**src/rtl/spi_frame_pkg.sv**
```systemverilog
package spi_frame_pkg;
    localparam logic [7:0] OP_WRITE = 8'h61;
    localparam logic [7:0] OP_READ  = 8'h41;

    typedef struct packed {
        logic [7:0]  op;
        logic [15:0] addr;
        logic [7:0]  len;
    } cmd_word_t;

    typedef struct packed {
        logic [30:0] rx;
        logic [31:0] tx;
        logic [4:0]  bit_cnt;
        logic [8:0]  word_cnt;
        logic [7:0]  op;
        logic [7:0]  len;
        logic [15:0] wr_ptr;
        logic [15:0] rd_ptr;
        logic        clr_req;
        logic        err;
        logic        sclk_p;
        logic        cs_p;
    } frame_st_t;
endpackage

```
**src/rtl/spi_in_sync.sv**
```systemverilog
module spi_in_sync #(
    parameter int           W       = 3,
    parameter int           STAGES  = 2,
    parameter logic [W-1:0] RST_VAL = '0
) (
    input  logic         clk,
    input  logic         rst_n,
    input  logic [W-1:0] d,
    output logic [W-1:0] q
);
    logic [W-1:0] stg_q [STAGES];

    genvar g;
    generate
        for (g = 0; g < STAGES; g++) begin : g_stage
            logic [W-1:0] stg_d;
            if (g == 0) begin : g_first
                assign stg_d = d;
            end else begin : g_next
                assign stg_d = stg_q[g-1];
            end
            always_ff @(posedge clk or negedge rst_n) begin
                if (!rst_n) stg_q[g] <= RST_VAL;
                else        stg_q[g] <= stg_d;
            end
        end
    endgenerate

    assign q = stg_q[STAGES-1];
endmodule

```
**src/rtl/spi_reg_bank.sv**
```systemverilog
module spi_reg_bank #(
    parameter int DEPTH = 16,
    localparam int AW   = $clog2(DEPTH)
) (
    input  logic          clk,
    input  logic          rst_n,
    input  logic [AW-1:0] rd_idx,
    output logic [31:0]   rd_data,
    input  logic          stage_we,
    input  logic [AW-1:0] stage_idx,
    input  logic [31:0]   stage_data,
    input  logic          stage_clr,
    input  logic          commit
);
    typedef struct packed {
        logic [DEPTH-1:0][31:0] mem;
        logic [DEPTH-1:0][31:0] shadow;
        logic [DEPTH-1:0]       dirty;
    } bank_st_t;

    bank_st_t r_d, r_q;

    always_comb begin
        r_d = r_q;
        if (stage_clr) begin
            r_d.dirty = '0;
        end
        if (stage_we) begin
            r_d.shadow[stage_idx] = stage_data;
            r_d.dirty[stage_idx]  = 1'b1;
        end
        if (commit) begin
            for (int i = 0; i < DEPTH; i++) begin
                if (r_q.dirty[i]) r_d.mem[i] = r_q.shadow[i];
            end
            r_d.dirty = '0;
        end
    end

    always_ff @(posedge clk or negedge rst_n) begin
        if (!rst_n) r_q <= '0;
        else        r_q <= r_d;
    end

    assign rd_data = r_q.mem[rd_idx];

    AST_MEM_ONLY_ON_COMMIT: assert property (@(posedge clk) disable iff (!rst_n)
        !commit |=> $stable(r_q.mem));
endmodule

```
**src/rtl/spi_frame_slave.sv**
```systemverilog
module spi_frame_slave
    import spi_frame_pkg::*;
#(
    parameter int          DEPTH       = 16,
    parameter int          FAULT_W     = 7,
    parameter int          SYNC_STAGES = 2,
    parameter logic [15:0] INT_ADDR    = 16'h0100
) (
    input  logic               clk,
    input  logic               rst_n,
    input  logic               sclk,
    input  logic               cs_n,
    input  logic               sdi,
    input  logic [FAULT_W-1:0] fault_in,
    output logic               sdo,
    output logic               sdo_oe,
    output logic               spi_err
);
    localparam int          AW       = $clog2(DEPTH);
    localparam int          STAT_W   = FAULT_W + 1;
    localparam int          PAD_W    = 32 - STAT_W;
    localparam logic [13:0] INT_WORD = INT_ADDR[15:2];
    localparam logic [13:0] ARR_END  = 14'(DEPTH);

    logic [2:0] pins_s;
    logic       sclk_s, cs_s, sdi_s;

    spi_in_sync #(.W(3), .STAGES(SYNC_STAGES), .RST_VAL(3'b010)) u_sync (
        .clk(clk), .rst_n(rst_n), .d({sclk, cs_n, sdi}), .q(pins_s)
    );
    assign {sclk_s, cs_s, sdi_s} = pins_s;

    frame_st_t r_d, r_q;

    logic          stage_we, stage_clr, commit;
    logic [AW-1:0] stage_idx, rd_idx;
    logic [31:0]   stage_data, bank_rd, rd_val, rx_word;
    logic          cs_fall, cs_rise, sclk_rise, sclk_fall, frame_err;
    logic [8:0]    exp_words;
    cmd_word_t     cmd_in;

    spi_reg_bank #(.DEPTH(DEPTH)) u_bank (
        .clk(clk), .rst_n(rst_n), .rd_idx(rd_idx), .rd_data(bank_rd),
        .stage_we(stage_we), .stage_idx(stage_idx), .stage_data(stage_data),
        .stage_clr(stage_clr), .commit(commit)
    );

    assign cs_fall   = !cs_s && r_q.cs_p;
    assign cs_rise   = cs_s && !r_q.cs_p;
    assign sclk_rise = !cs_s && sclk_s && !r_q.sclk_p;
    assign sclk_fall = !cs_s && !sclk_s && r_q.sclk_p;
    assign rx_word   = {r_q.rx, sdi_s};
    assign cmd_in    = cmd_word_t'(rx_word);
    assign exp_words = (r_q.len == 8'd0) ? 9'd257 : ({1'b0, r_q.len} + 9'd1);
    assign frame_err = (r_q.bit_cnt != 5'd0) || (r_q.word_cnt == 9'd0)
                    || (r_q.word_cnt != exp_words);
    assign rd_idx    = r_q.rd_ptr[AW+1:2];

    always_comb begin
        if (r_q.rd_ptr[15:2] < ARR_END)        rd_val = bank_rd;
        else if (r_q.rd_ptr[15:2] == INT_WORD) rd_val = {31'd0, r_q.err};
        else                                   rd_val = '0;
    end

    always_comb begin
        r_d        = r_q;
        r_d.sclk_p = sclk_s;
        r_d.cs_p   = cs_s;
        stage_we   = 1'b0;
        stage_clr  = 1'b0;
        commit     = 1'b0;
        stage_idx  = r_q.wr_ptr[AW+1:2];
        stage_data = rx_word;
        if (cs_fall) begin
            r_d.tx       = {r_q.err, fault_in, {PAD_W{1'b0}}};
            r_d.bit_cnt  = '0;
            r_d.word_cnt = '0;
            r_d.clr_req  = 1'b0;
            stage_clr    = 1'b1;
        end else if (sclk_rise) begin
            r_d.rx      = rx_word[30:0];
            r_d.bit_cnt = r_q.bit_cnt + 5'd1;
            if (r_q.bit_cnt == 5'd31) begin
                if (r_q.word_cnt != '1) r_d.word_cnt = r_q.word_cnt + 9'd1;
                if (r_q.word_cnt == 9'd0) begin
                    r_d.op     = cmd_in.op;
                    r_d.len    = cmd_in.len;
                    r_d.wr_ptr = cmd_in.addr;
                    r_d.rd_ptr = cmd_in.addr;
                end else if (r_q.op == OP_WRITE) begin
                    if (r_q.wr_ptr[15:2] < ARR_END) stage_we = 1'b1;
                    if (r_q.wr_ptr[15:2] == INT_WORD) r_d.clr_req = rx_word[0];
                    r_d.wr_ptr = r_q.wr_ptr + 16'd4;
                end
            end
        end else if (sclk_fall) begin
            if (r_q.bit_cnt == 5'd0 && r_q.word_cnt != 9'd0 && r_q.op == OP_READ) begin
                r_d.tx     = rd_val;
                r_d.rd_ptr = r_q.rd_ptr + 16'd4;
            end else begin
                r_d.tx = {r_q.tx[30:0], 1'b0};
            end
        end else if (cs_rise) begin
            if (frame_err) begin
                r_d.err = 1'b1;
            end else if (r_q.op == OP_WRITE) begin
                commit = 1'b1;
                if (r_q.clr_req) r_d.err = 1'b0;
            end
        end
    end

    always_ff @(posedge clk or negedge rst_n) begin
        if (!rst_n) begin
            r_q      <= '0;
            r_q.cs_p <= 1'b1;
        end else begin
            r_q <= r_d;
        end
    end

    assign sdo_oe  = !cs_s;
    assign sdo     = sdo_oe ? r_q.tx[31] : 1'b0;
    assign spi_err = r_q.err;

    AST_ERR_ON_BAD_FRAME: assert property (@(posedge clk) disable iff (!rst_n)
        cs_rise && frame_err |=> spi_err);
    AST_ERR_STICKY: assert property (@(posedge clk) disable iff (!rst_n)
        spi_err && !cs_rise |=> spi_err);
    AST_ERR_BEATS_CLEAR: assert property (@(posedge clk) disable iff (!rst_n)
        cs_rise && frame_err && r_q.clr_req |=> spi_err);
    AST_STATUS_FIRST: assert property (@(posedge clk) disable iff (!rst_n)
        cs_fall |=> sdo_oe && (sdo == $past(spi_err)));
    AST_NO_COMMIT_ON_ERR: assert property (@(posedge clk) disable iff (!rst_n)
        cs_rise && frame_err |-> !commit);
endmodule

```
**config.mk**
```make
export PLATFORM = sky130hd
export DESIGN_NAME = spi_frame_slave
export DESIGN_NICKNAME = d
export VERILOG_FILES = /design/src/rtl/spi_frame_pkg.sv /design/src/rtl/spi_in_sync.sv /design/src/rtl/spi_reg_bank.sv /design/src/rtl/spi_frame_slave.sv
export SDC_FILE = /design/constraint.sdc
export NUM_CORES = 2
export LEC_CHECK = 0
export ABC_AREA = 0
export BUFFER_PORTS_ARGS = -buffer_cell sky130_fd_sc_hd__buf_2
export CAP_MARGIN = 0
export CORE_MARGIN = 5
export CORE_UTILIZATION = 30
export CTS_CLUSTER_SIZE = 14
export DETAILED_ROUTE_END_ITERATION = 8
export PLACE_DENSITY_LB_ADDON = 0.3
export SLEW_MARGIN = 25
export SYNTH_ARGS = -nofsm -noshare
export SYNTH_HDL_FRONTEND = slang
export SYNTH_SLANG_ARGS = --single-unit
```
**constraint.sdc**
```tcl
create_clock -name clk -period 9.3 [get_ports clk]
set_clock_uncertainty 0.15 [all_clocks]
set_input_delay 0.93 -clock clk [delete_from_list [all_inputs] [get_ports clk]]
set_output_delay 0.93 -clock clk [all_outputs]
set_load 0.005 [all_outputs]
```
==> results.py <==
metrics = {
    "sta": {
        "rsz0062_at_grt": "false",
        "final-hold-violation-count": 0,
        "finalSetupViolations": 0,
        "fin_setup_tns_ns": 0,
        "max_freq_ghz": 0.210,
        "worst_hold_slack_ns": 0.134,
        "layout_setup_ws_ns": 4.54,
        "max-slew-margin-rel_pct": 27.2,
        "drv_slew": 0,
        "period_share_pct": 51.2,
        "tightest_slew_ns": 1.09,
        "layout_min_cycle_time_ns": 4.76,
    },
    "global_route": {
        "grtUsageTotal_pct": 14.8,
        "grt_pass1_wl_mm": 195,
        "grt_start_max_net_pins": 157,
        "antenna_found_initial": 1,
        "overflow": 0,
        "grt_pass1_vias": 29300,
    },
    "synthesis": {
        "syn_nets": 3384,
        "synth_top_area_share_pct": 59.0,
        "ys_seq_area_share_pct": 59.2,
        "synth-seq-cells": 1171,
        "synthTopCellsByArea": "dfrtp_1 (59%), mux2_2 (22%), mux4_2 (6.2%)",
        "synth_edf_count": 0,
        "ys_types": 70,
        "netlist_area_um2": 49500,
        "avgSynthCellArea_um2": 14.7,
        "ys.flop_type": "dfrtp_1",
        "yosys.area.top_type": "dfrtp_1",
        "async_flop_share_pct": 100,
        "ys_warn_count": 0,
        "synthCells": 3358,
    },
    "pwr": {
        "ir_drop_v": 0.000193,
        "p_per_area_nw_per_um2": 185,
        "p_leak_nw": 26.6,
        "power_mw": 10.4,
    },
    "floorplanning": {
        "die_w_um": 416,
        "fp.dieArea_um2": 173000,
        "initial_core_util_pct": 30.1,
        "die_y_um": 416,
        "core_area_um2": 165000,
        "row_count": 149,
        "io_pins": 15,
    },
    "setup_path": {
        "crit_slowest_cell": "nor4_4",
        "slowest_delay_ns": 1.04,
        "reg2reg_from": "r_q[52]",
        "crit_fanout": 25,
        "crit_type": "reg2reg",
        "crit_chain": "inv_1 -> ha_1 -> nor4b_1 -> and2_1 -> nor4_2 -> nand4_4 -> nor4_4 -> buf_4 -> mux2_2",
        "critPathRequiredTime_ns": 9.77,
        "arrival_ns": 5.23,
        "r2r_cells": 9,
        "critPathLaunch": "r_q[52]",
        "cp-end-kind": "flop",
        "start_kind": "flop",
    },
    "clock_tree": {
        "clock_latency_ns": 0.75,
        "postCtsHoldBufs": 1,
        "cts_resized": 0,
        "clk_path_buf_depth": 3,
        "clk_pin_slew_ns": 0.06,
        "htreeDepth": 4,
        "cts-root-buf": "clkbuf_16",
        "numCtsBuffers": 130,
        "cts_tree": "built",
        "postCtsSetupRepairBufs": 0,
        "clock-sinks": 1171,
    },
    "placement": {
        "preCtsSetupSlack_ns": 4.53,
        "gp_congestion": 0.781,
        "post_dp_cell_area_um2": 51900,
        "io_buffers": 14,
        "placedCellCount": 5379,
        "dpl.hpwl_mm": 74.5,
    },
    "final_layout": {
        "diodes": 0,
        "layout-drive-gt1-share_pct": 41.5,
        "area_growth_pct": 13.4,
        "final_core_util_pct": 34.1,
        "final_cells": 5613,
        "nNetsFinal": 3351,
        "stdcell_area_um2": 56100,
    },
    "drt": {
        "routed_via_density": 4.97,
        "post_drt_wl_per_cell_um": 22.8,
        "drc": 0,
        "antenna_left": 0,
        "finalWirelength_mm": 128,
        "drtIter0Drc": 2008,
        "drt_pass1_iterations": 5,
        "num_vias": 27900,
    },
    "worst_hold_path": {
        "whs_path_depth": 1,
        "worstHoldStart": "sclk",
        "min_path_type": "in2reg",
    },
    "run": {
        "maxCapViolCount": 0,
    },
    "outcome": {
        "status": "completed",
    },
}
-- cell families (layout without fill, tap and decap cells) --
group,after synthesis,after routing,share of synthesized area [%]
multiplexers,1201,1201,30.3
flip-flops,1171,1171,59.2
AND/OR/NAND/NOR,458,458,4.55
buffers and inverters,272,338,2.59
AO/OA/AOI/OAI,222,222,2.61
XOR/XNOR,20,20,0.354
adder cells (fa/ha/maj),14,14,0.354
-- worst paths after layout --
kind | to | slack (ns)
setup / recovery | u_bank.r_q[561] | 4.54
hold / removal | u_sync.g_stage[1].stg_d[2] | 0.13
setup reg to reg | u_bank.r_q[561] | 4.54
hold reg to reg | u_sync.q[2] | 0.20
max in group asynchronous | u_bank.r_q[869] | 6.27
min in group asynchronous | u_bank.r_q[523] | 0.61
-- critical path, delay by kind of cell, from the launching register on --
kind / cells / cell delay [ns]
mux: 1 / 0.40
simple gates: 5 / 2.68
flops: 1 / 0.43
fa+ha+maj: 1 / 0.20
buf+inv: 2 / 0.72
-- report_power, final --
part | internal (mW) | switching, mW | total (mW) | leakage, nW
Combinational | 0.0213 | 0.128 | 0.149 | 8.27
Clock | 2.96 | 2.11 | 5.07 | 2.07
Sequential | 5.11 | 0.0534 | 5.16 | 16.3
Total | 8.09 | 2.29 | 10.4 | 26.6
-- state kept, by name, summed over array words and instances (netlist names) --
name and flops:
u_sync.g_stage.stg_d 3, u_bank.r_q 1040, r_q 93, u_sync.q 3
cmd_in 31, spi_err 1
-- area by class of cell --
type	instances	area [µm²]
fillers	15900	108000
flip-flops and latches	1171	29300
multi-input cells	1915	19100
clock buffers	190	3800
well taps	2189	2740
repair buffers	90	718
clock inverters	41	390
inverters	17	63.8
-- layer usage --
| layer | track usage, % | wire length, µm |
|---|---|---|
| met1 | 20.3 | 58900 |
| met2 | 23.8 | 60300 |
| met3 | 2.43 | 4930 |
| met4 | 5.24 | 3940 |
| met5 | 0 | 13 |
-- cells in the mapped netlist, types with 3 or more instances --
| master | n |
|---|---|
| nor2b_1 | 8 |
| dfstp_2 | 3 |
| mux2_1 | 94 |
| nor2_4 | 4 |
| nand4_1 | 10 |
| nor4_1 | 6 |
| ha_1 | 14 |
| mux2_2 | 946 |
| nor3_1 | 13 |
| nand3_1 | 29 |
| nor2_1 | 90 |
| inv_1 | 16 |
| a21oi_1 | 97 |
| or4_1 | 5 |
| nor4_2 | 9 |
| and2_1 | 4 |
| buf_4 | 19 |
| nand2_1 | 245 |
| buf_6 | 18 |
| mux4_2 | 136 |
| dfrtp_1 | 1168 |
| xnor2_1 | 10 |
| a31oi_1 | 13 |
| a22oi_1 | 24 |
| o22ai_1 | 11 |
| buf_2 | 45 |
| and3_1 | 6 |
| nor4b_1 | 3 |
| clkbuf_1 | 144 |
| mux2i_1 | 25 |
| xor2_1 | 10 |
| buf_1 | 29 |
| o21ai_0 | 51 |
| nor4_4 | 9 |
-- placed cells by master, fill, tap and decap left out, types with 22 or more instances in the layout --
master	count
mux2i_1	25
mux2_2	946
clkbuf_8	24
mux2_1	94
nand2_1	245
buf_4	67
a21oi_1	97
dfrtp_1	1162
a22oi_1	24
nor2_1	82
mux4_2	136
clkbuf_1	32
nand3_1	29
o21ai_0	51
clkinv_2	22
clkbuf_16	134
(Power assumes the default switching activity.)
